File: src/rtl/scw_pkg.sv
package scw_pkg;
  typedef enum logic [1:0] {
    ST_HUNT,  // after reset: waiting for a full high run before arming
    ST_IDLE,  // armed: next low sample is a start bit
    ST_DATA,  // shifting in data bits
    ST_STOP   // counting stop bits before commit
  } scw_state_e;
endpackage

File: src/rtl/scw_sync.sv
module scw_sync #(
  parameter int STAGES = 2
) (
  input  logic clk,
  input  logic rst_n,
  input  logic wclk_in,
  input  logic din_in,
  output logic fall,
  output logic samp_bit
);
  logic [STAGES-1:0] wc_q;
  logic [STAGES-1:0] d_q;
  logic              wc_prev;

  genvar g;
  generate
    for (g = 0; g < STAGES; g++) begin : g_stage
      if (g == 0) begin : g_first
        always_ff @(posedge clk) begin
          if (!rst_n) begin
            wc_q[0] <= 1'b0;
            d_q[0]  <= 1'b1;
          end else begin
            wc_q[0] <= wclk_in;
            d_q[0]  <= din_in;
          end
        end
      end else begin : g_next
        always_ff @(posedge clk) begin
          if (!rst_n) begin
            wc_q[g] <= 1'b0;
            d_q[g]  <= 1'b1;
          end else begin
            wc_q[g] <= wc_q[g-1];
            d_q[g]  <= d_q[g-1];
          end
        end
      end
    end
  endgenerate

  always_ff @(posedge clk) begin
    if (!rst_n) wc_prev <= 1'b0;
    else        wc_prev <= wc_q[STAGES-1];
  end

  assign fall     = wc_prev & ~wc_q[STAGES-1];
  assign samp_bit = d_q[STAGES-1];
endmodule

File: src/rtl/scw_shifter.sv
module scw_shifter #(
  parameter int WORD_W = 16
) (
  input  logic              clk,
  input  logic              rst_n,
  input  logic              load,
  input  logic              shift,
  input  logic              bit_in,
  output logic [WORD_W-1:0] word
);
  always_ff @(posedge clk) begin
    if (!rst_n)     word <= '0;
    else if (load)  word <= WORD_W'(bit_in);
    else if (shift) word <= {word[WORD_W-2:0], bit_in};
  end
endmodule

File: src/rtl/scw_framer.sv
module scw_framer
  import scw_pkg::*;
#(
  parameter int WORD_W   = 16,
  parameter int STOP_MIN = 16
) (
  input  logic clk,
  input  logic rst_n,
  input  logic samp,
  input  logic samp_bit,
  output logic start_o,
  output logic shift_o,
  output logic commit_o,
  output logic err_o
);
  localparam int BW = $clog2(WORD_W);
  localparam int SW = $clog2(STOP_MIN + 1);
  localparam logic [BW-1:0] LAST_BIT  = BW'(WORD_W - 1);
  localparam logic [SW-1:0] LAST_STOP = SW'(STOP_MIN - 1);

  scw_state_e    state;
  logic [BW-1:0] bit_cnt;
  logic [SW-1:0] stop_cnt;

  always_comb begin
    start_o  = 1'b0;
    shift_o  = 1'b0;
    commit_o = 1'b0;
    err_o    = 1'b0;
    case (state)
      ST_IDLE: start_o = samp & ~samp_bit;
      ST_DATA: shift_o = samp;
      ST_STOP: begin
        commit_o = samp & samp_bit & (stop_cnt == LAST_STOP);
        err_o    = samp & ~samp_bit;
        start_o  = samp & ~samp_bit;
      end
      default: ;
    endcase
  end

  always_ff @(posedge clk) begin
    if (!rst_n) begin
      state    <= ST_HUNT;
      bit_cnt  <= '0;
      stop_cnt <= '0;
    end else if (samp) begin
      case (state)
        ST_HUNT: begin
          if (!samp_bit)                   stop_cnt <= '0;
          else if (stop_cnt == LAST_STOP) begin
            stop_cnt <= '0;
            state    <= ST_IDLE;
          end else                         stop_cnt <= stop_cnt + 1'b1;
        end
        ST_IDLE: begin
          if (!samp_bit) begin
            bit_cnt <= BW'(1);
            state   <= ST_DATA;
          end
        end
        ST_DATA: begin
          if (bit_cnt == LAST_BIT) begin
            stop_cnt <= '0;
            state    <= ST_STOP;
          end else begin
            bit_cnt <= bit_cnt + 1'b1;
          end
        end
        ST_STOP: begin
          if (!samp_bit) begin
            bit_cnt <= BW'(1);
            state   <= ST_DATA;
          end else if (stop_cnt == LAST_STOP) begin
            stop_cnt <= '0;
            state    <= ST_IDLE;
          end else begin
            stop_cnt <= stop_cnt + 1'b1;
          end
        end
        default: state <= ST_HUNT;
      endcase
    end
  end
endmodule

File: src/rtl/scw_rx.sv
module scw_rx #(
  parameter int WORD_W      = 16,
  parameter int STOP_MIN    = 16,
  parameter int SYNC_STAGES = 2
) (
  input  logic              clk,
  input  logic              rst_n,
  input  logic              word_clk,
  input  logic              ser_data,
  output logic [WORD_W-1:0] word_out,
  output logic              word_valid,
  output logic              frame_err
);
  logic              samp;
  logic              samp_bit;
  logic              start;
  logic              shift;
  logic              commit;
  logic              err;
  logic [WORD_W-1:0] shreg;

  scw_sync #(.STAGES(SYNC_STAGES)) u_sync (
    .clk      (clk),
    .rst_n    (rst_n),
    .wclk_in  (word_clk),
    .din_in   (ser_data),
    .fall     (samp),
    .samp_bit (samp_bit)
  );

  scw_framer #(.WORD_W(WORD_W), .STOP_MIN(STOP_MIN)) u_framer (
    .clk      (clk),
    .rst_n    (rst_n),
    .samp     (samp),
    .samp_bit (samp_bit),
    .start_o  (start),
    .shift_o  (shift),
    .commit_o (commit),
    .err_o    (err)
  );

  scw_shifter #(.WORD_W(WORD_W)) u_shift (
    .clk    (clk),
    .rst_n  (rst_n),
    .load   (start),
    .shift  (shift),
    .bit_in (samp_bit),
    .word   (shreg)
  );

  always_ff @(posedge clk) begin
    if (!rst_n) begin
      word_out   <= '0;
      word_valid <= 1'b0;
      frame_err  <= 1'b0;
    end else begin
      word_valid <= commit;
      frame_err  <= err;
      if (commit) word_out <= shreg;
    end
  end
endmodule

File: config.mk
export PLATFORM = sky130hd
export DESIGN_NAME = scw_rx
export DESIGN_NICKNAME = d
export VERILOG_FILES = /design/src/rtl/scw_pkg.sv /design/src/rtl/scw_sync.sv /design/src/rtl/scw_shifter.sv /design/src/rtl/scw_framer.sv /design/src/rtl/scw_rx.sv
export SDC_FILE = /design/constraint.sdc
export NUM_CORES = 1
export LEC_CHECK = 0
export ABC_CLOCK_PERIOD_IN_PS = 2150
export BUFFER_PORTS_ARGS = -buffer_cell sky130_fd_sc_hd__buf_2
export CAP_MARGIN = 0
export CORE_ASPECT_RATIO = 1.5
export CORE_MARGIN = 5
export CORE_UTILIZATION = 35
export CTS_CLUSTER_SIZE = 40
export DETAILED_ROUTE_END_ITERATION = 10
export PLACE_DENSITY = 0.59
export SLEW_MARGIN = 25
export SYNTH_ARGS = -nofsm -noshare
export SYNTH_HDL_FRONTEND = slang
export SYNTH_SLANG_ARGS = --single-unit
File: constraint.sdc
create_clock -name clk -period 2.15 [get_ports clk]
set_clock_uncertainty 0.05 [all_clocks]
set_input_delay 0.215 -clock clk [delete_from_list [all_inputs] [get_ports clk]]
set_output_delay 0.215 -clock clk [all_outputs]
set_load 0.01 [all_outputs]
Word level (Yosys, flattened, before mapping)
Cells that the tools add are included.

word-level totals
  bits in registers = 50
  input port bits = 4
  output and inout bits = 18

cells by class
  add/sub/neg operators = 2
  equality and inequality tests = 11
  mux-type cells = 19
  bitwise logic cells = 7
  reduce and logical (&&, ||, !) cells = 10

operators with widths
  kind                   count
  $mux W5                4
  $pmux W5 S3            1
  $reduce_and A4 Y1      3
  $mux W2                5
  $ne A2 B2 Y1 const B   5
  $mux W4                2
  $pmux W2 S4            1
  $pmux W4 S2            1
  $add A5 B1 Y5 const B  1
  $eq A5 B4 Y1 const B   1
  $mux W1                5
  $add A4 B1 Y4 const B  1
  $and A1 B1 Y1          4
  $eq A2 B2 Y1 const B   2
  $eq A4 B4 Y1 const B   1
  $reduce_bool A2 Y1     2
  $reduce_or A2 Y1       2
  $not A1 Y1             3
  $reduce_bool A3 Y1     1
  $eq A2 B1 Y1 const B   1
  $logic_not A2 Y1       1
  $ne A2 B1 Y1 const B   1
  $reduce_and A2 Y1      1

Depth between registers and ports, before layout
  depth in word-level cells = 5
  mapped depth = 7

By module
A second synthesis with hierarchy kept.

second synthesis, totals
  cell total of the unflattened synthesis = 192
  area, all modules = 2,053.2 um^2

by module, submodules not included
  module       instances  cells each  area each (um^2)  seq. area each (um^2)
  scw_rx       1          55          669.4             360.3
  scw_framer   1          73          638.1             220.2
  scw_shifter  1          53          608.1             320.3
  scw_sync     1          11          137.6             100.1

Worst setup path before layout
OpenSTA, ideal clock, no wires.

  path kind = register -> register
  from = register u_framer.bit_cnt[0]
  to = register u_framer.stop_cnt[2]
  arrival = 1.588 ns
  data required time = 2.030 ns
  slack = 0.442 ns
  stages on the path, launching flop included = 6
  buffers on the path = 0
  period minus slack after synthesis = 1.708 ns
  cell sequence = dfxtp_1 ha_1 nand3_2 a221o_1 or4b_1 a21oi_1

on the way
  longest elaborated chain between the ends = 3

ends and longest elaborated chain
  what                                RTL line          RTL
  start: declaration                  scw_framer.sv:22  logic [BW-1:0] bit_cnt;
  start signal: assignment            scw_framer.sv:67  bit_cnt <= bit_cnt + 1'b1;
  $eq A4 B4 Y1                        scw_framer.sv:63  if (bit_cnt == LAST_BIT) begin
  $ne A2 B1 Y1 (no source line)       n/a
  $reduce_and A4 Y1 (no source line)  n/a
  end signal: assignment              scw_framer.sv:54  end else stop_cnt <= stop_cnt + 1'b1;
  end signal: assignment              scw_framer.sv:78  stop_cnt <= stop_cnt + 1'b1;
  end: declaration                    scw_framer.sv:23  logic [SW-1:0] stop_cnt;

No other way between the ends.
A chain may end at the register's enable or synchronous reset.

Worst setup path in the final report
Same ends and word-level chain as after synthesis.

==> out/metrics.sh <==
CELL_INTERNAL_PWR_mW=1.17
TIMING.FMAX_MHz=539
FINAL.MIN_CLOCK_PERIOD_NS=1.85
POWER.TOTAL_mW=1.52
DESIGN.FINAL.NETS=241
INITIAL_CORE_UTIL_PCT=36.1
POSTSYNTH.TOPFLOPCELL='sky130_fd_sc_hd__dfxtp_1'
CRITICAL_PATH_ARRIVAL_NS=2.05
FIRST_PASS_ITERS=4
MIN-DELAY-PATH-CLASS='in2reg'
MIN_PERIOD_OVER_PERIOD_PCT=86.2
DIE_AREA_UM2=7250
ANT_NETS=0
IO_PINS=22
WORSTREGTOREGCELLS=5
WIRE_PER_INST_UM=11.9
SYNTH.NET_COUNT=219
DPL_WORST_SLACK_NS=0.302
FP.DIEH_UM=102
FIRST_PASS_GRT_WIRE_LENGTH_UM=6440
SYNTH_AREA_UM2=1970
ENDPOINT_OF_THE_WORST_HOLD_TIMING_PATH='u_sync.d_q[0]'
GRT_PASS1_VIAS=1468
DETAILED_PLACE.AREA_UM2=2130
CORE_OUTLINE_AREA_UM2=5450
MAXSLEWHEADROOM_PCT=62.9
LAYOUT.CELL_AREA.NON_FILLER_UM2=2220
CTS.CLK_SLEW.WORST_PATHS_NS=0.10
SYNTH_ENABLE_FLOP_CELLS=0
CTS_TREE='yes'
POWER_DENSITY_nW_PER_UM2=687
POWER.LEAKAGE_nW=0.959
SYNTH.TOP_CELL.AREA_SHARE_PCT=50.9
WORST-SETUP-PATH-TYPE='reg2reg'
REMAINING_DRC_ERRORS=0
PLACE.PORT_BUFFERS=21
DR_TOTAL_VIAS=1483
MAXIMUM_NUMBER_OF_PINS_ON_ONE_NET_BEFORE_GLOBAL_ROUTE_REPAIR=26
ROWS=33
SETUP.WORST_PATH.END_CLASS='flip-flop'
SYNTH-SEQ-CELLS=50
SYNTHCELLS=213
MULTIINPUTGATEAREA_UM2=888
VDD_IR_DROP_MAX_uV=325
TOTALNEGATIVESETUPSLACK_NS=0
CLOCK-ROOT-BUFFER='sky130_fd_sc_hd__clkbuf_8'
YOSYSUNIQUECELLTYPES=40
WORSTPATHMAXFANOUT=6
PLACED_CELLS=298
SLEW_VIOL_FINAL=0
MAXIMUM_BUFFER_DEPTH_OF_THE_CLOCK_TREE=2
ROUTE.FINAL.WIRE_LENGTH_UM=3640
INITIAL_ANTENNA_VIOLATION_COUNT=0
SHARE_SEQ_OF_TOTAL_POWER_PCT=61.5
GLOBALPLACE.CONGESTION=0.834
HALF_PERIMETER_WIRE_LENGTH_AFTER_DETAILED_PLACEMENT_UM=2510
FIN_WS_NS=0.296
FLOW.AREA_GROWTH_FROM_SYNTHESIS_PCT=12.7
CLOCK_SINK_COUNT=50
TIMING_HOLD_VIOLATIONS_FINAL=0
LAYOUTNONFILLERINSTCOUNT=306
RUN_STATUS='finished, final reports clean'
CLOCK_POWER_SHARE_PCT=36.0
P_SW_uW=350
YOSYSWARNINGCOUNT=0
CLOCK_TREE.HTREE_LEVEL_COUNT=2
NATURE_OF_THE_CRITICAL_PATH_STARTPOINT='flip-flop'
REG_TO_REG_ENDPOINT='u_framer.stop_cnt[2]'
FINAL_CORE_UTIL_PCT=40.7
CTS_HOLD_REPAIR.BUFFERS=0
COUNT_OF_CELLS_ALONG_THE_WORST_HOLD_PATH=2
POWER.SHARE.COMBINATIONAL_PCT=2.5
GRT_RESOURCE_USAGE_TOTAL_PCT=11.0
TIGHTEST_SLEW_NS=0.557
R2R_SETUP_SLACK_NS=0.30
R2R_START='u_framer.bit_cnt[0]'
GLOBALROUTE.TOTALOVERFLOW=0
SYNTH-SEQ-AREA-SHARE_PCT=50.9
DIE_W_UM=71.2
ANTENNA_DIODE_COUNT=0
CLKLATENCYLATEPIN_NS=0.30
FIN_WORST_HOLD_SLACK_NS=0.0343
CTS_RESIZED=0
FILL_CELLS=573
POST-SYNTH-TOP-AREA-CELL='sky130_fd_sc_hd__dfxtp_1'
POST_SYNTHESIS_ASYNC_SET_OR_RESET_FLOP_SHARE_PCT=0
DRT-INITIAL-DRC-COUNT=66
CTS_BUFFER_COUNT=5
AVERAGE_INSTANCE_AREA_AFTER_SYNTHESIS_UM2=9.23
REQUIRED_TIME_WORST_ENDPOINT_NS=2.34
SEQUENTIAL_CELL_AREA_UM2=1000
SETUP_VIOL_COUNT_FINAL=0
YOSYS-TOP-CELLS-AREA='sky130_fd_sc_hd__dfxtp_1 51%, sky130_fd_sc_hd__mux2i_1 8.7%, sky130_fd_sc_hd__nand2_1 7.3%, sky130_fd_sc_hd__a21oi_1 6.6%, sky130_fd_sc_hd__nor2_1 4.0%'
DRIVE_GT1_SHARE_PCT=16.9
RSZ0062_AT_GRT='no'
CAP_VIOL_MAX_COUNT=0
POWER.SHARE.SWITCHING_PCT=22.9
HOLDCRITSTARTPOINT='ser_data'
VIAS_PER_CELL=4.85
SETUP_FIX_BUFS_POST_CTS=0
## registers in the layout, summed over array words and instances (netlist names)
register           cells
u_shift.word          16
u_framer.bit_cnt       4
u_sync.d_q             1
u_sync.wc_prev         1
frame_err              1
word_valid             1
u_sync.samp_bit        1
u_framer.stop_cnt      5
word_out              16
u_sync.wc_q            2
u_framer.state         2
## cells in the mapped netlist (2+ instances only)
library cell	number
sky130_fd_sc_hd__nand2b_1	3
sky130_fd_sc_hd__mux2i_1	17
sky130_fd_sc_hd__o31ai_1	2
sky130_fd_sc_hd__and3_1	2
sky130_fd_sc_hd__buf_4	2
sky130_fd_sc_hd__nand3_1	4
sky130_fd_sc_hd__nand3b_1	2
sky130_fd_sc_hd__clkbuf_8	2
sky130_fd_sc_hd__nor2_1	21
sky130_fd_sc_hd__and2_1	3
sky130_fd_sc_hd__clkbuf_1	6
sky130_fd_sc_hd__nand2_1	38
sky130_fd_sc_hd__a21oi_1	26
sky130_fd_sc_hd__dfxtp_1	50
sky130_fd_sc_hd__ha_1	2
sky130_fd_sc_hd__o21ai_0	5
sky130_fd_sc_hd__or4b_1	2
sky130_fd_sc_hd__nor2b_1	2
sky130_fd_sc_hd__o211a_1	2
sky130_fd_sc_hd__inv_1	2
## kinds of logic (layout without fill, tap and decap cells)
group / Yosys count / after routing / synth area share [%]
and+or+nand+nor: 89 / 89 / 22.7
AOI/OAI and AO/OA: 42 / 42 / 12.5
adders and majority gates: 2 / 2 / 1.27
buffers and inverters: 13 / 36 / 3.94
muxes: 17 / 17 / 8.65
DFF: 50 / 50 / 50.9
## cell type report
cell class,instances,share of cell area [%]
Sequential cell,50,45.1
Inverter,2,0.339
Clock inverter,3,0.959
Timing Repair Buffer,26,6.43
Multi-Input combinational cell,150,40.1
Tap cell,70,3.95
Clock buffer,5,3.10
## how the worst max path moves through the flow
| stage | slack, ns | cells after the start | from | to |
|---|---|---|---|---|
| 2_1_floorplan | 0.44 | 5 | u_framer.bit_cnt[0] | u_framer.stop_cnt[2] |
| 3_3_place_gp | 0.35 | 5 | u_framer.bit_cnt[0] | u_framer.stop_cnt[2] |
| 3_5_place_dp | 0.30 | 5 | u_framer.bit_cnt[0] | u_framer.stop_cnt[2] |
| 4_1_cts | 0.30 | 5 | u_framer.bit_cnt[0] | u_framer.stop_cnt[2] |
| 5_1_grt | 0.19 | 5 | u_framer.bit_cnt[0] | u_framer.stop_cnt[2] |
| 6_report | 0.30 | 5 | u_framer.bit_cnt[0] | u_framer.stop_cnt[2] |
## power groups by stage
stage	clock network [mW]	logic, mW	registers (mW)
after floorplan	0	0.0308	0.956
after global placement	0	0.0389	0.959
after detailed placement	0	0.0388	0.959
after CTS	0.574	0.0388	0.938
after global routing	0.612	0.0428	0.939
final	0.549	0.0380	0.937
## cells in the final DEF, fill, tap and decap left out, drive strengths merged, types with 2 or more instances in the layout
cell | Yosys | routed
o31ai | 2 | 2
nor3 | 2 | 2
nand2 | 39 | 39
nand2b | 4 | 4
and3 | 2 | 2
clkbuf | 8 | 5
ha | 2 | 2
or4b | 2 | 2
buf | 3 | 26
o211a | 2 | 2
a21oi | 26 | 26
and2 | 3 | 3
mux2i | 17 | 17
nor2 | 21 | 21
nor2b | 3 | 3
dfxtp | 50 | 50
inv | 2 | 2
clkinv | 0 | 2
o21ai | 5 | 5
nand3b | 2 | 2
nand3 | 5 | 5
## worst max-delay path, cell delays in order (launching register included)
cell	delay, ns
sky130_fd_sc_hd__dfxtp_1	0.39
sky130_fd_sc_hd__ha_1	0.21
sky130_fd_sc_hd__nand3_2	0.12
sky130_fd_sc_hd__a221o_1	0.40
sky130_fd_sc_hd__or4b_1	0.50
sky130_fd_sc_hd__a21oi_1	0.13
## layer usage
layer  up-vias  part of all wire (%)  track usage, %
li1        773                     -               -
met1       681                    45            12.1
met3         7                   4.3            2.56
met2        22                    48            19.4
met4         0                   2.4            6.08
met5         -                     0               0
Power figures use the tool's default switching activity.
